File: src/rtl/sot_mon_pkg.sv
package sot_mon_pkg;
  typedef enum logic [2:0] {
    PH_OFF    = 3'd0,
    PH_WAIT   = 3'd1,
    PH_STOP   = 3'd2,
    PH_REQ    = 3'd3,
    PH_BRIDGE = 3'd4
  } phase_t;

  localparam logic [1:0] LP_STOP   = 2'b11;
  localparam logic [1:0] LP_REQ    = 2'b01;
  localparam logic [1:0] LP_BRIDGE = 2'b00;

  typedef struct packed {
    logic clr;
    logic load;
    logic inc;
    logic res_missing;
    logic res_timed;
    logic proto;
  } seq_ev_t;
endpackage

File: src/rtl/sot_seq_fsm.sv
module sot_seq_fsm
  import sot_mon_pkg::*;
(
  input  logic       clk,
  input  logic       rst,
  input  logic       arm,
  input  logic       hs_active,
  input  logic [1:0] lp_state,
  output seq_ev_t    ev
);
  phase_t ph, nxt;

  always_comb begin
    ev  = '0;
    nxt = ph;
    if (arm) begin
      nxt    = PH_WAIT;
      ev.clr = 1'b1;
    end else begin
      case (ph)
        PH_WAIT: if (!hs_active && lp_state == LP_STOP) nxt = PH_STOP;
        PH_STOP: begin
          if (hs_active) begin
            ev.res_missing = 1'b1;
            nxt = PH_OFF;
          end else if (lp_state == LP_REQ) begin
            ev.load = 1'b1;
            nxt = PH_REQ;
          end else if (lp_state != LP_STOP) begin
            ev.proto = 1'b1;
            nxt = PH_WAIT;
          end
        end
        PH_REQ: begin
          if (hs_active) begin
            ev.proto = 1'b1;
            nxt = PH_WAIT;
          end else if (lp_state == LP_REQ) begin
            ev.inc = 1'b1;
          end else if (lp_state == LP_BRIDGE) begin
            ev.inc = 1'b1;
            nxt = PH_BRIDGE;
          end else begin
            ev.proto = 1'b1;
            nxt = PH_WAIT;
          end
        end
        PH_BRIDGE: begin
          if (hs_active) begin
            ev.res_timed = 1'b1;
            nxt = PH_OFF;
          end else if (lp_state == LP_BRIDGE) begin
            ev.inc = 1'b1;
          end else begin
            ev.proto = 1'b1;
            nxt = PH_WAIT;
          end
        end
        default: nxt = ph;
      endcase
    end
  end

  always_ff @(posedge clk) begin
    if (rst) ph <= PH_OFF;
    else     ph <= nxt;
  end

  // a finished monitor stays idle until re-armed
  p_idle_until_arm_r5: assert property (@(posedge clk) disable iff (rst)
    (ph == PH_OFF && !arm) |=> (ph == PH_OFF));

  // arm always restarts at the stop-wait phase
  p_arm_restart_r9: assert property (@(posedge clk) disable iff (rst)
    arm |=> (ph == PH_WAIT));
endmodule

File: src/rtl/sot_dwell_counter.sv
module sot_dwell_counter #(
  parameter int W = 8
) (
  input  logic         clk,
  input  logic         rst,
  input  logic         clr,
  input  logic         load,
  input  logic         inc,
  output logic [W-1:0] cnt
);
  localparam logic [W-1:0] CMAX = {W{1'b1}};
  localparam logic [W-1:0] ONE  = W'(1);

  always_ff @(posedge clk) begin
    if (rst || clr)                cnt <= '0;
    else if (load)                 cnt <= ONE;
    else if (inc && cnt != CMAX)   cnt <= cnt + ONE;
  end

  // a full count never wraps while counting
  p_dwell_sat_r7: assert property (@(posedge clk) disable iff (rst)
    (cnt == CMAX && inc && !clr && !load) |=> (cnt == CMAX));
endmodule

File: src/rtl/sot_tally.sv
module sot_tally #(
  parameter int W = 16,
  parameter int N = 2
) (
  input  logic                clk,
  input  logic                rst,
  input  logic [N-1:0]        inc,
  output logic [N-1:0][W-1:0] cnt
);
  localparam logic [W-1:0] CMAX = {W{1'b1}};

  for (genvar i = 0; i < N; i++) begin : g_ctr
    always_ff @(posedge clk) begin
      if (rst)                          cnt[i] <= '0;
      else if (inc[i] && cnt[i] != CMAX) cnt[i] <= cnt[i] + W'(1);
    end

    // tallies saturate instead of wrapping
    p_tally_sat_r6: assert property (@(posedge clk) disable iff (rst)
      (cnt[i] == CMAX) |=> (cnt[i] == CMAX));
  end
endmodule

File: src/rtl/sot_dwell_monitor.sv
module sot_dwell_monitor
  import sot_mon_pkg::*;
#(
  parameter int DWELL_W = 8,
  parameter int TALLY_W = 16
) (
  input  logic               clk,
  input  logic               rst,
  input  logic               arm,
  input  logic [1:0]         lp_state,
  input  logic               hs_active,
  input  logic [DWELL_W-1:0] min_ticks,
  output logic               result_valid,
  output logic [DWELL_W-1:0] dwell_ticks,
  output logic               dwell_short,
  output logic               preamble_missing,
  output logic               proto_err,
  output logic [TALLY_W-1:0] entry_count,
  output logic [TALLY_W-1:0] fault_count
);
  localparam int NT = 2;

  seq_ev_t                    ev;
  logic [DWELL_W-1:0]         cnt;
  logic                       below_min;
  logic [NT-1:0]              tally_inc;
  logic [NT-1:0][TALLY_W-1:0] tally;

  sot_seq_fsm u_fsm (
    .clk(clk), .rst(rst), .arm(arm), .hs_active(hs_active),
    .lp_state(lp_state), .ev(ev)
  );

  sot_dwell_counter #(.W(DWELL_W)) u_cnt (
    .clk(clk), .rst(rst), .clr(ev.clr), .load(ev.load), .inc(ev.inc),
    .cnt(cnt)
  );

  assign below_min    = cnt < min_ticks;
  assign tally_inc[0] = ev.res_missing | ev.res_timed;
  assign tally_inc[1] = ev.res_missing | (ev.res_timed & below_min);

  sot_tally #(.W(TALLY_W), .N(NT)) u_tally (
    .clk(clk), .rst(rst), .inc(tally_inc), .cnt(tally)
  );

  assign entry_count = tally[0];
  assign fault_count = tally[1];

  always_ff @(posedge clk) begin
    if (rst) begin
      result_valid     <= 1'b0;
      dwell_ticks      <= '0;
      dwell_short      <= 1'b0;
      preamble_missing <= 1'b0;
      proto_err        <= 1'b0;
    end else begin
      result_valid <= ev.res_missing | ev.res_timed;
      proto_err    <= ev.proto;
      if (ev.res_missing) begin
        dwell_ticks      <= '0;
        dwell_short      <= 1'b0;
        preamble_missing <= 1'b1;
      end else if (ev.res_timed) begin
        dwell_ticks      <= cnt;
        dwell_short      <= below_min;
        preamble_missing <= 1'b0;
      end
    end
  end

  // the result strobe lasts one cycle
  p_valid_pulse_r2: assert property (@(posedge clk) disable iff (rst)
    result_valid |=> !result_valid);

  // a missing preamble reports zero dwell and no short flag
  p_missing_zero_r4: assert property (@(posedge clk) disable iff (rst)
    (result_valid && preamble_missing) |-> (dwell_ticks == '0 && !dwell_short));

  // short flag agrees with the minimum in force at the entry
  p_short_cmp_r3: assert property (@(posedge clk) disable iff (rst)
    (result_valid && !preamble_missing) |-> (dwell_short == (dwell_ticks < $past(min_ticks))));

  // a protocol error never coincides with a result
  p_err_no_result_r8: assert property (@(posedge clk) disable iff (rst)
    proto_err |-> !result_valid);

  // faults never outnumber entries
  p_fault_le_entry_r6: assert property (@(posedge clk) disable iff (rst)
    fault_count <= entry_count);

  // tallies move only with a result
  p_tally_quiet_r6: assert property (@(posedge clk) disable iff (rst)
    (!$past(ev.res_missing) && !$past(ev.res_timed)) |-> $stable(entry_count));
endmodule

File: config.mk
export PLATFORM = sky130hd
export DESIGN_NAME = sot_dwell_monitor
export DESIGN_NICKNAME = d
export VERILOG_FILES = /design/src/rtl/sot_mon_pkg.sv /design/src/rtl/sot_seq_fsm.sv /design/src/rtl/sot_dwell_counter.sv /design/src/rtl/sot_tally.sv /design/src/rtl/sot_dwell_monitor.sv
export SDC_FILE = /design/constraint.sdc
export NUM_CORES = 1
export LEC_CHECK = 0
export BUFFER_PORTS_ARGS = -buffer_cell sky130_fd_sc_hd__buf_2
export CORE_MARGIN = 5
export CORE_UTILIZATION = 49
export CTS_CLUSTER_DIAMETER = 80
export DETAILED_ROUTE_END_ITERATION = 12
export GPL_ROUTABILITY_DRIVEN = 0
export HOLD_SLACK_MARGIN = 0.1
export PLACE_DENSITY = 0.81
export SYNTH_ARGS = -nofsm -noshare
export SYNTH_HDL_FRONTEND = slang
export SYNTH_SLANG_ARGS = --single-unit
File: constraint.sdc
create_clock -name clk -period 2.3 [get_ports clk]
set_input_delay 0.46 -clock clk [delete_from_list [all_inputs] [get_ports clk]]
set_output_delay 0.46 -clock clk [all_outputs]
set_load 0.02 [all_outputs]
# After elaboration in Yosys (flattened, before gate mapping)
# Cells that the tools add are included.
dict set report classes {
  n_shift 0
  n_div 0
  reduce_logical 16
  add_sub_neg 3
  multipliers 0
  n_bitwise 3
  eq_ne 18
  magnitude_cmp 1
  muxes 36
}
# cell n
set ops {}
lappend ops {{$add 16x1->16 const B} 2}
lappend ops {{$ne 16x16->1 const B} 2}
lappend ops {{$mux 3} 9}
lappend ops {{$mux 1} 23}
lappend ops {{$pmux 3 s4} 1}
lappend ops {{$reduce_and 5->1} 2}
lappend ops {{$add 8x1->8 const B} 1}
lappend ops {{$lt 8x8->1} 1}
lappend ops {{$ne 4x4->1 const B} 2}
lappend ops {{$ne 8x8->1 const B} 1}
lappend ops {{$eq 3x2->1 const B} 2}
lappend ops {{$ne 3x3->1 const B} 2}
lappend ops {{$reduce_or 2->1} 3}
lappend ops {{$mux 5} 1}
lappend ops {{$ne 5x3->1 const B} 1}
lappend ops {{$reduce_bool 5->1} 1}
lappend ops {{$logic_and 1x1->1} 4}
lappend ops {{$ne 4x2->1 const B} 1}
lappend ops {{$reduce_bool 2->1} 2}
lappend ops {{$reduce_bool 4->1} 1}
lappend ops {{$eq 3x1->1 const B} 1}
lappend ops {{$eq 3x3->1 const B} 1}
lappend ops {{$ne 3x2->1 const B} 1}
lappend ops {{$pmux 1 s3} 1}
lappend ops {{10 further kinds} 11}
dict set report word_totals {
  elab_cells 88
  mem_bits_ro 0
  memories 0
  regBits 55
  latch_bits 0
  ram_bits 0
}

# Logic depth before layout (Yosys ltp)
dict set report depth {
  ltp_word 9
  mapped_depth 9
  depth_no_buf 8
}

# Cells and area by module
# Synthesis repeated with hierarchy kept, for this count alone.
dict set report hier_totals {
  hier_cells 358
  hier_area_um2 3145.5
}
# mod instances area_per_inst_um2 seq_area_each_um2 cells_each
set modules_own_cells {}
lappend modules_own_cells {sot_tally 1 1686.6 640.6 189}
lappend modules_own_cells {sot_dwell_monitor 1 665.6 240.2 67}
lappend modules_own_cells {sot_dwell_counter 1 441.7 160.2 51}
lappend modules_own_cells {sot_seq_fsm 1 351.6 60.1 51}

# Least setup slack after synthesis
# Ideal clock, no wire load.
dict set report synth_path {
  path_type {input-to-reg}
  startpoint {in min_ticks[1]}
  endpoint {reg u_tally.cnt[24] (netlist name)}
  required_ps 2177
  stages 8
  t_arrival_ps 2203
  setup_ps 123
  path_slack_ps -27
  n_path_buf 1
  cell_sequence {inv_1 -> ha_1 -> a2111oi_0 -> o2111ai_2 -> buf_4 -> a21oi_4 -> nand4_1 -> mux2_1}
}
dict set report synth_via {
  elab_chain_cells 4
}
# element line
set synth_lines {}
lappend synth_lines {{start, declared} sot_dwell_monitor.sv:12} ;# input logic [DWELL_W-1:0] min_ticks,
lappend synth_lines {{$lt 8x8->1} sot_dwell_monitor.sv:39} ;# assign below_min = cnt < min_ticks;
lappend synth_lines {{$and 1x1->1} sot_dwell_monitor.sv:41} ;# assign tally_inc[1] = ev.res_missing | (ev.res_timed & below_min);
lappend synth_lines {{$or 1x1->1} sot_dwell_monitor.sv:41}
lappend synth_lines {{$logic_and 1x1->1} sot_tally.sv:15} ;# else if (inc[i] && cnt[i] != CMAX) cnt[i] <= cnt[i] + W'(1);
lappend synth_lines {{end signal, assigned by index} sot_tally.sv:14} ;# if (rst) cnt[i] <= '0;
lappend synth_lines {{end, declared} sot_tally.sv:8} ;# output logic [N-1:0][W-1:0] cnt
# No other way between the ends.
# A chain may end at the register's enable or synchronous reset.

# Worst setup path in the final report
dict set report layout_path {
  startpoint {reg u_cnt.cnt[1]}
  endpoint {reg u_tally.cnt[25] (netlist name)}
}
dict set report layout_via {
  elab_chain_cells 4
}
# element line
set layout_lines {}
lappend layout_lines {{start, declared} sot_dwell_counter.sv:9} ;# output logic [W-1:0] cnt
lappend layout_lines {{start signal, assigned} sot_dwell_counter.sv:17} ;# else if (inc && cnt != CMAX) cnt <= cnt + ONE;
lappend layout_lines {{$lt 8x8->1} sot_dwell_monitor.sv:39}
lappend layout_lines {{$and 1x1->1} sot_dwell_monitor.sv:41}
lappend layout_lines {{$or 1x1->1} sot_dwell_monitor.sv:41}
lappend layout_lines {{$logic_and 1x1->1} sot_tally.sv:15}
# No other way between the ends.

==> flow_metrics.py <==
metrics = {
    "timing": {
        "rsz0062_at_grt": "false",
        "setup_viol": 0,
        "tightest_slew_ns": 0.386,
        "finClkSkew_ns": 0.00819,
        "finalCriticalPeriod_ns": 2.11,
        "hold_viol": 0,
        "finalCritPeriodShare_pct": 91.7,
        "clock.fmax_ghz": 0.474,
        "relSlewSlack_pct": 73.9,
        "slew_violations": 0,
        "tns_ns": 0,
    },
    "grt": {
        "grt_use_total_pct": 17.1,
        "grt_pass1_vias": 2460,
        "gr-total-overflow": 0,
        "grt_max_degree": 27,
        "grt_pass1_wl_um": 10700,
        "grt_antenna_before_repair": 0,
    },
    "synth": {
        "synth.distinct_cells": 51,
        "ys_seq_area_share_pct": 38.9,
        "syn-num-nets": 357,
        "syn-mean-instance-area_um2": 8.50,
        "netlist_area_um2": 2830,
        "async_flop_share_pct": 0,
        "yosysWarnings": 0,
        "synth_edf_count": 0,
        "synthFlopType": "dfxtp_1",
        "netlist_instances": 333,
        "ys_seq_elements": 55,
    },
    "clock_tree": {
        "cts_setup_buffers": 0,
        "clock_sinks": 55,
        "h-tree-depth": 2,
        "cts_tree": "yes",
        "cts.path.max_buffers": 2,
        "cts_made_buffers": 5,
        "path_clk_slew_ns": 0.10,
        "insertion_delay_ns": 0.30,
        "root_buffer": "clkbuf_8",
    },
    "setup_path": {
        "startpoint": "u_cnt.cnt[1]",
        "crit_slowest_cell": "a2111oi_2",
        "crit_buf_inv": 0,
        "critPathMaxFanout": 4,
        "critPathArrivalTime_ns": 2.31,
        "worst_ep_required_time_ns": 2.50,
        "crit_path_end_kind": "register",
        "critPathMaxStageDelay_ns": 0.34,
        "crit_family": "compound AO/OA/AOI/OAI gates",
        "worstSetupPathType": "reg -> reg",
        "crit_chain": "ha_1, a2111oi_2, o2111ai_2, a211oi_2, and3_1, mux2_4",
        "timing.rr.start": "u_cnt.cnt[1]",
        "critPathLaunchType": "register",
    },
    "cells_and_area": {
        "final_area_um2": 3450,
        "diodes": 0,
        "drive_above_1_share_pct": 26.1,
        "layout.cells.non_filler": 482,
        "num-fill-cells": 499,
        "fin_nets": 433,
        "synthToLayoutAreaGrowth_pct": 22.1,
    },
    "floorplanning": {
        "rows": 27,
        "die_h_um": 86,
        "initial_utilization_pct": 50.8,
        "die_area_um2": 7400,
        "core_um2": 5570,
        "io_pins": 58,
        "die_x_um": 86,
    },
    "placed_design": {
        "placed_area_um2": 3350,
        "io_buffers": 57,
        "placedCellCount": 474,
        "hpwl_um": 4890,
    },
    "drt": {
        "drt_iter0_markers": 135,
        "avgRoutedWirePerCell_um": 13.2,
        "drt-total-wl_um": 6340,
        "drt-vias-per-instance": 5.39,
        "final_antenna_net_count": 0,
        "vias": 2596,
        "drc": 0,
        "drtPass1Iterations": 4,
    },
    "min_path": {
        "hold_class": "in -> reg",
        "hold_start": "arm",
    },
    "power": {
        "peakVddDrop_mv": 0.351,
        "p_leak_nw": 1.47,
        "powerDensity_nw_per_um2": 459,
        "p_total_mw": 1.58,
    },
    "job": {
        "max-cap-violations": 0,
    },
    "outcome": {
        "status": "finished clean",
    },
}
==> layout by cell type, fill, tap and decap left out, types with 6 or more instances in the layout <==
| cell | count |
|---|---|
| o21ai_0 | 6 |
| nand3_1 | 12 |
| ha_1 | 10 |
| a211oi_1 | 6 |
| and3_1 | 6 |
| nor2_1 | 43 |
| buf_2 | 57 |
| nand4_1 | 14 |
| xor2_1 | 14 |
| buf_4 | 26 |
| nand2_1 | 36 |
| dfxtp_1 | 55 |
| xnor2_1 | 16 |
| nor3_1 | 8 |
| inv_1 | 13 |
| nand2b_1 | 6 |
| clkbuf_8 | 6 |
| a21oi_1 | 23 |
==> final timing paths <==
path	end	cells after the start	slack, ns
setup / recovery	u_tally.cnt[25]	6	0.19
hold / removal	u_fsm.ph[0]	3	0.44
setup reg to reg	u_tally.cnt[25]	6	0.19
hold reg to reg	dwell_ticks[2]	2	0.46
==> report_power, final <==
part	internal (mW)	total (mW)	switching, mW
logic	0.0260	0.0701	0.0441
registers	0.953	0.954	0.000831
clock network	0.246	0.561	0.314
==> cell families (layout without fill, tap and decap cells) <==
kind of cell               count (synthesis)  in the layout  synth area share (%)
and+or+nand+nor                          151            151                  27.3
AOI/OAI and AO/OA                         56             56                  14.7
DFF                                       55             55                  38.9
xor gates and xnor gates                  30             30                  9.28
buffers and inverters                     27            104                  3.71
adders and majority gates                 10             10                  4.42
muxes                                      4              4                  1.64
==> routing by layer <==
metal / global-route usage, % / routed length (um) / up-vias
met4: 4.60 / 61 / 0
met2: 29.1 / 3020 / 66
met5: 0 / 0 / -
li1: - / - / 1313
met3: 4.23 / 360 / 7
met1: 21.6 / 2900 / 1210
==> sequential cells by signal, summed over array words and instances (netlist names) <==
register	cells
preamble_missing	1
dwell_short	1
result_valid	1
dwell_ticks	8
proto_err	1
u_fsm.ph	3
u_tally.cnt	32
u_cnt.cnt	8
==> what timing repair did <==
| item | in CTS | in global routing |
|---|---|---|
| hold buffers | 0 | 0 |
| endpoints found under the setup margin | 0 | 3 |
| hold endpoints to repair | 0 | 0 |
| gates resized for setup | 0 | 2 |
==> synth_stat cells (2+ instances only) <==
cell / number / area (um^2)
nor2_1: 43 / 161
and2_1: 3 / 18.8
nand2_1: 36 / 135
a2111oi_4: 2 / 55.1
nor3_1: 8 / 40.0
ha_1: 10 / 125
and3_1: 6 / 37.5
clkbuf_1: 12 / 45.0
or2_2: 2 / 12.5
inv_1: 13 / 48.8
nand3_1: 12 / 60.1
nor2b_1: 4 / 25.0
nand2b_1: 6 / 37.5
nand4_1: 14 / 87.6
xor2_1: 14 / 123
and4_1: 4 / 35.0
a21oi_1: 23 / 115
a31oi_1: 2 / 12.5
a211oi_1: 7 / 52.6
o21ai_0: 6 / 30.0
xnor2_1: 16 / 140
a21o_1: 4 / 30.0
or3_1: 3 / 18.8
mux2i_1: 2 / 20.0
dfxtp_1: 55 / 1100
==> per-stage QoR <==
stage	hold slack, ns	setup WS (ns)	util (%)
3_5_place_dp	0.447	-0.180	60.0
3_3_place_gp	0.440	-0.107	60.0
6_report	0.436	0.190	62.0
5_1_grt	0.439	0.0526	62.0
2_1_floorplan	0.473	0.0236	-
4_1_cts	0.425	0.0656	61.8
==> worst reg2reg max path, stage by stage (launching register included) <==
cell       delay, ns
dfxtp_1         0.33
ha_1            0.28
a2111oi_2       0.34
o2111ai_2       0.23
a211oi_2        0.33
and3_1          0.22
mux2_4          0.29
==> final cells by class <==
type / count / area (um^2) / share of cell area, %
Sequential cell: 55 / 1100 / 31.9
Clock inverter: 2 / 16.3 / 0.471
Multi-Input combinational cell: 251 / 1640 / 47.3
Timing Repair Buffer: 83 / 480 / 13.9
Tap cell: 72 / 90.1 / 2.61
Clock buffer: 6 / 82.6 / 2.39
Inverter: 13 / 48.8 / 1.41
No activity file was read; power rests on OpenSTA's default activity.
